===== src/rtl/pblk_pkg.sv =====
package pblk_pkg;

    localparam int BYTE_W     = 8;
    localparam int SECT_BYTES = 128;
    localparam int SECT_SH    = 7;
    localparam int LAST_TRK   = 76;
    localparam int DD_SPT     = 52;
    localparam int SD_SPT     = 26;
    localparam int PB_LEN     = 7;
    localparam int PB_IDX_W   = $clog2(PB_LEN);
    localparam int IDX_W      = 13;   // enough for one whole double-density track

    typedef enum logic [2:0] {
        OP_NOP    = 3'd0,
        OP_SEEK   = 3'd1,
        OP_FMT    = 3'd2,
        OP_RECAL  = 3'd3,
        OP_READ   = 3'd4,
        OP_VERIFY = 3'd5,
        OP_WRITE  = 3'd6,
        OP_WDEL   = 3'd7
    } op_e;

    localparam logic [1:0] RT_ERR = 2'b00;
    localparam logic [1:0] RT_OK  = 2'b10;

    localparam logic [7:0] ERR_NRDY = 8'h80;
    localparam logic [7:0] ERR_ADDR = 8'h08;
    localparam logic [7:0] ERR_WP   = 8'h20;

    typedef struct packed {
        logic [7:0]  chan;
        logic [7:0]  instr;
        logic [7:0]  count;
        logic [7:0]  trk;
        logic [7:0]  sec;
        logic [15:0] buf_a;
    } pblk_t;

    typedef struct packed {
        logic       fail;
        logic [7:0] code;
    } verdict_t;

    typedef enum logic [3:0] {
        S_IDLE,
        S_FETCH,
        S_CHECK,
        S_FILL,
        S_FMT,
        S_RD_LOAD,
        S_RD_MEM,
        S_WR_MEM,
        S_WR_ST,
        S_DONE
    } seq_state_e;

    function automatic logic [7:0] spt_of(input logic dd);
        return dd ? 8'(DD_SPT) : 8'(SD_SPT);
    endfunction

endpackage


===== src/rtl/pblk_check.sv =====
module pblk_check
    import pblk_pkg::*;
(
    input  pblk_t    pb,
    input  logic     ready,
    input  logic     dd,
    input  logic     wp,
    output verdict_t verdict
);
    op_e        op;
    logic [7:0] spt;
    logic [8:0] span;
    logic       addr_bad;
    logic       wp_bad;

    always_comb begin
        op       = op_e'(pb.instr[2:0]);
        spt      = spt_of(dd);
        span     = {1'b0, pb.sec} + {1'b0, pb.count};
        addr_bad = (op != OP_RECAL) &&
                   ((pb.sec == 8'd0) ||
                    (pb.sec > spt) ||
                    (span > ({1'b0, spt} + 9'd1)) ||
                    (pb.trk > 8'(LAST_TRK)));
        wp_bad   = wp && ((op == OP_FMT) || (op == OP_WRITE));

        verdict = '0;
        if (!ready) begin
            verdict.fail = 1'b1;
            verdict.code = ERR_NRDY;
        end else if (addr_bad) begin
            verdict.fail = 1'b1;
            verdict.code = ERR_ADDR;
        end else if (wp_bad) begin
            verdict.fail = 1'b1;
            verdict.code = ERR_WP;
        end
    end
endmodule


===== src/rtl/pblk_offset.sv =====
module pblk_offset
    import pblk_pkg::*;
#(
    parameter int OFF_W = 19
) (
    input  logic [7:0]       trk,
    input  logic [7:0]       sec,
    input  logic             dd,
    input  logic [IDX_W-1:0] idx,
    output logic [OFF_W-1:0] off
);
    localparam int CALC_W = 24;

    logic [CALC_W-1:0] lin;
    logic [CALC_W-1:0] full;

    always_comb begin
        lin  = CALC_W'(trk) * CALC_W'(spt_of(dd)) + CALC_W'(sec) - CALC_W'(1);
        full = (lin << SECT_SH) + CALC_W'(idx);
        off  = OFF_W'(full);
    end
endmodule


===== src/rtl/pblk_pos.sv =====
module pblk_pos #(
    parameter int N_DRV = 4
) (
    input  logic                     clk,
    input  logic                     rst,
    input  logic                     ld,
    input  logic [$clog2(N_DRV)-1:0] sel,
    input  logic [7:0]               trk_in,
    input  logic [7:0]               sec_in,
    output logic [N_DRV*8-1:0]       trk_out,
    output logic [N_DRV*8-1:0]       sec_out
);
    for (genvar d = 0; d < N_DRV; d++) begin : g_drv
        logic [7:0] trk_q;
        logic [7:0] sec_q;

        always_ff @(posedge clk) begin
            if (rst) begin
                trk_q <= '0;
                sec_q <= '0;
            end else if (ld && (int'(sel) == d)) begin
                trk_q <= trk_in;
                sec_q <= sec_in;
            end
        end

        assign trk_out[d*8 +: 8] = trk_q;
        assign sec_out[d*8 +: 8] = sec_q;
    end
endmodule


===== src/rtl/pblk_disk_seq.sv =====
module pblk_disk_seq
    import pblk_pkg::*;
#(
    parameter int N_DRV  = 4,
    parameter int MEM_AW = 16,
    parameter int OFF_W  = 19
) (
    input  logic                             clk,
    input  logic                             rst,
    input  logic                             start,
    input  logic [MEM_AW-1:0]                pb_addr,
    input  logic [N_DRV-1:0]                 drv_ready,
    input  logic [N_DRV-1:0]                 drv_dd,
    input  logic [N_DRV-1:0]                 drv_wp,
    output logic                             mem_req,
    output logic                             mem_we,
    output logic [MEM_AW-1:0]                mem_addr,
    output logic [7:0]                       mem_wdata,
    input  logic                             mem_ack,
    input  logic [7:0]                       mem_rdata,
    output logic                             st_we,
    output logic [$clog2(N_DRV)+OFF_W-1:0]   st_addr,
    output logic [7:0]                       st_wdata,
    input  logic [7:0]                       st_rdata,
    output logic                             busy,
    output logic                             irq,
    output logic [1:0]                       rtype,
    output logic [7:0]                       rerr,
    output logic [N_DRV*8-1:0]               drv_trk,
    output logic [N_DRV*8-1:0]               drv_sec
);
    localparam int DRV_W = $clog2(N_DRV);
    localparam logic [IDX_W-1:0] SECT_LAST = IDX_W'(SECT_BYTES - 1);

    seq_state_e          state;
    pblk_t               pb;
    logic [MEM_AW-1:0]   pb_base;
    logic [PB_IDX_W-1:0] fidx;
    logic [7:0]          cur_sec;
    logic [MEM_AW-1:0]   cur_buf;
    logic [7:0]          remain;
    logic [IDX_W-1:0]    bidx;
    logic [7:0]          data_q;
    logic                busy_q;
    logic                irq_q;
    logic [1:0]          rtype_q;
    logic [7:0]          rerr_q;

    logic [DRV_W-1:0]    drv;
    op_e                 op;
    verdict_t            verdict;
    logic [OFF_W-1:0]    off;
    logic [7:0]          off_sec;
    logic [IDX_W-1:0]    fmt_last;
    logic                sect_end;
    logic                pos_ld;
    logic [7:0]          pos_trk;

    assign drv      = pb.instr[4 +: DRV_W];
    assign op       = op_e'(pb.instr[2:0]);
    assign fmt_last = IDX_W'(spt_of(drv_dd[drv])) * IDX_W'(SECT_BYTES) - IDX_W'(1);
    assign sect_end = (bidx == SECT_LAST);
    assign off_sec  = (state == S_FMT) ? 8'd1 : cur_sec;

    pblk_check u_check (
        .pb      (pb),
        .ready   (drv_ready[drv]),
        .dd      (drv_dd[drv]),
        .wp      (drv_wp[drv]),
        .verdict (verdict)
    );

    pblk_offset #(.OFF_W(OFF_W)) u_offset (
        .trk (pb.trk),
        .sec (off_sec),
        .dd  (drv_dd[drv]),
        .idx (bidx),
        .off (off)
    );

    always_comb begin
        pos_ld  = (state == S_CHECK) && !verdict.fail &&
                  ((op == OP_SEEK) || (op == OP_RECAL));
        pos_trk = (op == OP_RECAL) ? 8'd0 : pb.trk;
    end

    pblk_pos #(.N_DRV(N_DRV)) u_pos (
        .clk     (clk),
        .rst     (rst),
        .ld      (pos_ld),
        .sel     (drv),
        .trk_in  (pos_trk),
        .sec_in  (pb.sec),
        .trk_out (drv_trk),
        .sec_out (drv_sec)
    );

    // memory and store port drive, decoded from the state
    always_comb begin
        mem_req   = 1'b0;
        mem_we    = 1'b0;
        mem_addr  = '0;
        mem_wdata = data_q;
        st_we     = 1'b0;
        st_addr   = {drv, off};
        st_wdata  = data_q;
        unique case (state)
            S_FETCH: begin
                mem_req  = 1'b1;
                mem_addr = pb_base + MEM_AW'(fidx);
            end
            S_FILL: begin
                mem_req  = 1'b1;
                mem_addr = cur_buf;
            end
            S_RD_MEM: begin
                mem_req  = 1'b1;
                mem_we   = 1'b1;
                mem_addr = cur_buf + MEM_AW'(bidx[SECT_SH-1:0]);
            end
            S_WR_MEM: begin
                mem_req  = 1'b1;
                mem_addr = cur_buf + MEM_AW'(bidx[SECT_SH-1:0]);
            end
            S_WR_ST, S_FMT: st_we = 1'b1;
            default: ;
        endcase
    end

    always_ff @(posedge clk) begin
        if (rst) begin
            state   <= S_IDLE;
            pb      <= '0;
            pb_base <= '0;
            fidx    <= '0;
            cur_sec <= '0;
            cur_buf <= '0;
            remain  <= '0;
            bidx    <= '0;
            data_q  <= '0;
            busy_q  <= 1'b0;
            irq_q   <= 1'b0;
            rtype_q <= RT_OK;
            rerr_q  <= '0;
        end else begin
            unique case (state)
                S_IDLE: begin
                    if (start) begin
                        pb_base <= pb_addr;
                        fidx    <= '0;
                        busy_q  <= 1'b1;
                        irq_q   <= 1'b0;
                        state   <= S_FETCH;
                    end
                end
                S_FETCH: begin
                    if (mem_ack) begin
                        unique case (fidx)
                            3'd0: pb.chan        <= mem_rdata;
                            3'd1: pb.instr       <= mem_rdata;
                            3'd2: pb.count       <= mem_rdata;
                            3'd3: pb.trk         <= mem_rdata;
                            3'd4: pb.sec         <= mem_rdata;
                            3'd5: pb.buf_a[7:0]  <= mem_rdata;
                            default: pb.buf_a[15:8] <= mem_rdata;
                        endcase
                        if (fidx == PB_IDX_W'(PB_LEN - 1)) state <= S_CHECK;
                        else fidx <= fidx + 1'b1;
                    end
                end
                S_CHECK: begin
                    cur_sec <= pb.sec;
                    cur_buf <= MEM_AW'(pb.buf_a);
                    remain  <= pb.count;
                    bidx    <= '0;
                    if (verdict.fail) begin
                        rtype_q <= RT_ERR;
                        rerr_q  <= verdict.code;
                        state   <= S_DONE;
                    end else begin
                        rtype_q <= RT_OK;
                        rerr_q  <= '0;
                        unique case (op)
                            OP_FMT:   state <= S_FILL;
                            OP_READ:  state <= (pb.count == 8'd0) ? S_DONE : S_RD_LOAD;
                            OP_WRITE: state <= (pb.count == 8'd0) ? S_DONE : S_WR_MEM;
                            default:  state <= S_DONE;
                        endcase
                    end
                end
                S_FILL: begin
                    if (mem_ack) begin
                        data_q <= mem_rdata;
                        bidx   <= '0;
                        state  <= S_FMT;
                    end
                end
                S_FMT: begin
                    if (bidx == fmt_last) state <= S_DONE;
                    else bidx <= bidx + 1'b1;
                end
                S_RD_LOAD: begin
                    data_q <= st_rdata;
                    state  <= S_RD_MEM;
                end
                S_RD_MEM: begin
                    if (mem_ack) begin
                        if (sect_end) begin
                            bidx    <= '0;
                            cur_sec <= cur_sec + 8'd1;
                            cur_buf <= cur_buf + MEM_AW'(SECT_BYTES);
                            remain  <= remain - 8'd1;
                            state   <= (remain == 8'd1) ? S_DONE : S_RD_LOAD;
                        end else begin
                            bidx  <= bidx + 1'b1;
                            state <= S_RD_LOAD;
                        end
                    end
                end
                S_WR_MEM: begin
                    if (mem_ack) begin
                        data_q <= mem_rdata;
                        state  <= S_WR_ST;
                    end
                end
                S_WR_ST: begin
                    if (sect_end) begin
                        bidx    <= '0;
                        cur_sec <= cur_sec + 8'd1;
                        cur_buf <= cur_buf + MEM_AW'(SECT_BYTES);
                        remain  <= remain - 8'd1;
                        state   <= (remain == 8'd1) ? S_DONE : S_WR_MEM;
                    end else begin
                        bidx  <= bidx + 1'b1;
                        state <= S_WR_MEM;
                    end
                end
                S_DONE: begin
                    busy_q <= 1'b0;
                    irq_q  <= 1'b1;
                    state  <= S_IDLE;
                end
                default: state <= S_IDLE;
            endcase
        end
    end

    assign busy  = busy_q;
    assign irq   = irq_q;
    assign rtype = rtype_q;
    assign rerr  = rerr_q;

endmodule


===== config.mk =====
export PLATFORM = sky130hd
export DESIGN_NAME = pblk_disk_seq
export DESIGN_NICKNAME = d
export VERILOG_FILES = /design/src/rtl/pblk_pkg.sv /design/src/rtl/pblk_check.sv /design/src/rtl/pblk_offset.sv /design/src/rtl/pblk_pos.sv /design/src/rtl/pblk_disk_seq.sv
export SDC_FILE = /design/constraint.sdc
export NUM_CORES = 1
export LEC_CHECK = 0
export BUFFER_PORTS_ARGS = -buffer_cell sky130_fd_sc_hd__buf_2
export CORE_MARGIN = 2
export CORE_UTILIZATION = 40
export CTS_BUF_LIST = sky130_fd_sc_hd__clkbuf_4 sky130_fd_sc_hd__clkbuf_8 sky130_fd_sc_hd__clkbuf_16
export DETAILED_ROUTE_END_ITERATION = 7
export SYNTH_ARGS = -nofsm -noshare
export SYNTH_HDL_FRONTEND = slang
export SYNTH_SLANG_ARGS = --single-unit

===== constraint.sdc =====
create_clock -name clk -period 7.6 [get_ports clk]
set_input_delay 1.14 -clock clk [delete_from_list [all_inputs] [get_ports clk]]
set_output_delay 1.14 -clock clk [all_outputs]
set_load 0.05 [all_outputs]

Word level (Yosys, flattened, before mapping)
Index checks and enable logic that the tools add are counted.
{ "word_totals": {"register_bits": 198, "out_inout_bits": 132} }
{ "classes": {"reduce_logical": 42, "n_eq_ne": 37, "mul": 1, "order_cmp": 4, "muxes": 58, "bitwise_logic": 1, "add_sub_neg": 13} }
{ "op_table": {"columns": ["cell", "n"], "rows": [
  ["16-bit one-hot mux with 3 select lines", 2],
  ["13-bit one-hot mux with 5 select lines", 1],
  ["8-bit two-way mux", 8],
  ["4-bit two-way mux", 14],
  ["13-bit two-way mux", 4],
  ["8-bit one-hot mux with 3 select lines", 2],
  ["4-bit one-hot mux with 9 select lines", 1],
  ["16-bit two-way mux", 2],
  ["9-bit two-way mux", 3],
  ["19-bit by 13-bit adder with 19-bit output", 1],
  ["3-bit AND reduction", 6],
  ["16-bit by 3-bit adder with 16-bit output", 1],
  ["16-bit by 7-bit adder with 16-bit output", 1],
  ["16-bit by 8-bit adder with 16-bit output (second input constant)", 1],
  ["4-bit by 3-bit equality test with 1-bit output (second input constant)", 4],
  ["8-bit logical NOT", 2],
  ["2-bit != test (second input constant)", 8],
  ["8-bit one-hot mux with 2 select lines", 1],
  ["3-bit equality test (second input constant)", 5],
  ["13-bit by 1-bit adder with 13-bit output (second input constant)", 1],
  ["13-bit equality test", 1],
  ["13-bit by 7-bit equality test with 1-bit output (second input constant)", 1],
  ["13-bit by 1-bit subtractor with 13-bit output (second input constant)", 1],
  ["12-bit by 8-bit adder with 12-bit output", 1],
  ["45 further kinds", 84]
]} }

Logic depth before layout (Yosys ltp)
{ "logic_depth": {"depth_word": 14, "depth_mapped": 22, "mapped_depth_nobuf": 20} }

Hierarchy
Synthesis repeated with hierarchy kept, for this count alone.
{ "unflattened": {"cells_unflattened": 1555, "hier_area_um2": 12962.4} }
{ "by_module_without_submodules": {"columns": ["mod", "n_inst", "cells_each", "area_per_inst_um2"], "rows": [
  ["pblk_disk_seq", 1, 1016, 7817.5],
  ["pblk_pos", 1, 229, 2549.9],
  ["pblk_offset", 1, 224, 1841.8],
  ["pblk_check", 1, 86, 753.2]
]} }

Least setup slack after synthesis
Ideal clock, no wire load.
{ "synth_timing": {"path_kind": "input port to output port", "start": "input drv_dd[1]", "end": "output st_addr[18]", "required_time_ps": 6460, "t_arrival_ps": 6244, "path_stages": 20, "path_buffers": 2, "slack_ps": 216, "path_cell_list": "mux4_2 -> clkbuf_1 -> clkbuf_1 -> o21ai_0 -> ha_1 -> inv_1 -> fa_1 -> inv_1 -> fa_1 -> inv_1 -> fa_1 -> inv_1 -> ha_1 -> xnor2_1 -> ha_1 -> or3_1 -> o211a_1 -> nand2_1 -> nor4_1 -> xnor2_1"} }
{ "synth_via": {"elab_chain_cells": 7} }
{ "synth_rtl": {"columns": ["item", "line", "rtl"], "rows": [
  ["start: declaration", "pblk_disk_seq.sv:13", "input logic [N_DRV-1:0] drv_dd,"],
  ["1-bit binary-select mux with 2-bit select", "pblk_disk_seq.sv:76", ".dd (drv_dd[drv]),"],
  ["1-bit two-way mux (not written as such)", "pblk_disk_seq.sv:76", null],
  ["6-bit two-way mux", "pblk_pkg.sv:59", "return dd ? 8'(DD_SPT) : 8'(SD_SPT);"],
  ["8-bit by 8-bit multiplier with 12-bit output", "pblk_offset.sv:18", "lin = CALC_W'(trk) * CALC_W'(spt_of(dd)) + CALC_W'(sec) - CALC_W'(1);"],
  ["12-bit by 8-bit adder with 12-bit output", "pblk_offset.sv:18", null],
  ["12-bit by 1-bit subtractor with 12-bit output", "pblk_offset.sv:18", null],
  ["19-bit by 13-bit adder with 19-bit output", "pblk_offset.sv:19", "full = (lin << SECT_SH) + CALC_W'(idx);"],
  ["end: declaration", "pblk_disk_seq.sv:22", "output logic [$clog2(N_DRV)+OFF_W-1:0] st_addr,"]
]} }
Every way passes these cells. The select of a mux whose other input is x is not followed.

Final worst setup path
{ "layout_timing": {"start": "input drv_dd[3]", "end": "output st_addr[18]"} }
The elaborated chain is that of the path after synthesis.

==> flow_summary.yaml <==
status:
  status: "completed"
critical_path:
  critical_path_class: "in2out"
  startpoint: "drv_dd[3]"
  r2r_cells: 7
  crit_top_cell: "fa_1"
  rrSetupSlack_ns: 3.80
  required_ns: 6.46
  critical_path.cell_chain: "buf_2, mux4_2, buf_4, nand2_1, o21ai_0, ha_1, fa_1, fa_1, inv_1, fa_1, inv_1, ha_1, or3_1, a31o_2, xnor2_1, nor4_1, xnor2_1, buf_2"
  end_kind: "output port"
  crit_fanout: 14
  start_kind: "input pin"
  slowest_stage: "mux4_2"
  r2r_start: "state[1]"
  crit_arrival_ns: 6.12
  cpPeakStageDelay_ns: 0.64
drt:
  num_vias: 10145
  drcViolationCount: 0
  avgViaCountPerCell: 5.246
  dr_wl_met2_mm: 15.24
  met1_length_mm: 15.45
  drt_pass1_iterations: 5
  top_layer: "met4"
  drt_iter0_markers: 683
  routed-wl-met3_mm: 1.221
  drt_wl_total_mm: 32.45
  detail-route-antenna-nets: 0
  wl_per_cell_um: 16.78
timing:
  fin_skew_ns: 0.01321
  setup_tns_ns: 0
  setup_viol: 0
  hold_viol: 0
  worst_slack_ns: 0.3405
  min_period_over_period_pct: 95.52
  rsz0062_at_grt: "no"
  layout_min_cycle_time_ns: 7.260
  slew_headroom_pct: 24.04
  tightest_slew_ns: 1.135
  maxSlewViolCount: 0
  max_freq_mhz: 137.8
floorplanning:
  initial_utilization_pct: 40.34
  ios: 180
  rows: 63
  dieHeight_um: 176.4
  die_area_um2: 31130
  die_w_um: 176.4
  core_area_um2: 29480
clocking:
  cts_tree: "yes"
  ctsHoldBuffers: 0
  htree_levels: 4
  cts-buffers-inserted: 17
  path_clk_slew_ns: 0.07
  clock_latency_ns: 0.45
  cts_setup_buffers: 0
  cts_buffer_depth: 2
  cts.sinks: 191
  cts_resized: 0
  clockRootBuffer: "clkbuf_16"
finish:
  antennaDiodeCount: 0
  final_common_cell: "dfxtp_1"
  final_util_pct: 45.86
  drive_gt1_share_pct: 16.84
  fillCellCount: 2991
  fin_nets: 1679
  syn_to_final_growth_pct: 13.68
  final_cell_mix: "dfxtp_1, buf_2, nand2_1, nor2_1, a21oi_1"
  finish.cell_count_without_fillers: 1934
power_and_ir_drop:
  p_per_area_nw_per_um2: 184.2
  switching_share_pct: 33.46
  p_seq_share_pct: 42.8
  p_total_mw: 2.490
  power_leakage_nw: 6.115
  combPwrFrac_pct: 19.9
  p_sw_mw: 0.8331
  peakVddDrop_uv: 117.7
  intPower_mw: 1.657
  clkPwrFrac_pct: 37.3
logic_synthesis:
  seq_area_frac_synth_pct: 32.15
  ys_seq_elements: 191
  ys_types: 77
  synthCells: 1415
  synth_edf_count: 0
  avgSynthCellArea_um2: 8.405
  syn_area_um2: 11890
  ys_warn_count: 0
  async_flop_share_pct: 0
  yosys_most_used_dff: "dfxtp_1"
place:
  dpl.hpwl_mm: 23.79
  gp_congestion: 0.8486
  dp_cells: 1902
  port_buffers: 173
  pre_cts_ws_ns: 0.3203
grt:
  grt_max_degree: 70
  grt_pass1_vias: 9492
  grt_pass1_wl_mm: 51.46
  overflow: 0
  grt_usage_pct: 20.86
  antenna_found_initial: 0
run:
  maxCapViolations: 0
worst_hold_path:
  min_path_cells: 2
  hold_class: "reg2reg"
  hold_start: "pb[6]"
## per-layer routing
layer	track usage, %	up-vias
met5	0	-
met4	5.579	0
met3	2.778	38
met2	34.48	236
met1	28.62	4782
li1	-	5089
## cell type report
cell class / instances / area [um^2] / area share (%)
clock buffers: 18 / 439.2 / 3.248
clock inverters: 14 / 172.7 / 1.277
inverters: 73 / 274.0 / 2.027
multi-input cells: 1058 / 7326 / 54.19
flip-flops and latches: 191 / 3824 / 28.28
well taps: 390 / 488.0 / 3.609
repair buffers: 190 / 996.0 / 7.367
## kinds of logic (layout without fill, tap and decap cells)
logic type / after synthesis / in the layout / share of synthesized area [%]
other cells: 1 / 8 / 0.03153
simple gates: 529 / 529 / 22.27
compound gates: 257 / 257 / 13.35
buf+inv: 173 / 295 / 6.607
fa+ha+maj: 100 / 100 / 12.10
mux: 104 / 104 / 9.069
flops: 191 / 191 / 32.15
xor+xnor: 60 / 60 / 4.419
## path summary, 6_finish.rpt
kind	endpoint
hold / removal	cur_buf[6]
hold reg to reg	cur_buf[6]
setup / recovery	st_addr[18]
setup reg to reg	remain[0]
## state kept, by name (all words and copies together), names as in the netlist, 2 cells and up
signal and count:
pb 40, remain 8, u_pos.g_drv.trk_q 32, st_addr 2, u_pos.g_drv.sec_q 32, state 4
bidx 13, mem_wdata 8, op 3, rerr 3, fidx 3, cur_buf 16
cur_sec 8, pb_base 16
## worst max-delay path: cells and delay by family
kind / cells / cell delay [ns]
buf+inv: 5 / 0.71
simple gates: 3 / 0.78
mux: 1 / 0.64
xor+xnor: 2 / 0.30
compound gates: 2 / 0.35
fa+ha+maj: 5 / 2.22
## through the flow
step	area, um^2	hold slack (ns)
2_1_floorplan	11920	0.4315
3_3_place_gp	12910	0.4424
3_5_place_dp	12910	0.4487
4_1_cts	13520	0.4608
5_1_grt	13520	0.4847
6_report	13520	0.4562
## cell usage after synthesis, drive strengths merged (22+ instances only)
master | instances | share of area [%]
nand3 | 52 | 2.2
clkbuf | 65 | 2.1
buf | 35 | 2.2
xor2 | 22 | 1.6
nand2b | 56 | 2.9
nor3 | 23 | 0.97
mux2i | 101 | 8.5
nor2 | 140 | 4.4
fa | 25 | 4.2
a21oi | 110 | 4.6
ha | 75 | 7.9
inv | 72 | 2.3
dfxtp | 191 | 32
xnor2 | 38 | 2.8
nand2 | 141 | 4.5
o21ai | 48 | 2.0
## power by group through the flow
stage | logic (mW) | clock network, mW | registers, mW
after detailed placement | 0.492 | 0 | 1.09
after global routing | 0.540 | 0.989 | 1.07
final | 0.495 | 0.929 | 1.07
after floorplan | 0.366 | 0 | 1.09
after CTS | 0.494 | 0.951 | 1.07
after global placement | 0.487 | 0 | 1.09
Note: power is estimated with default switching activity, not from simulation.
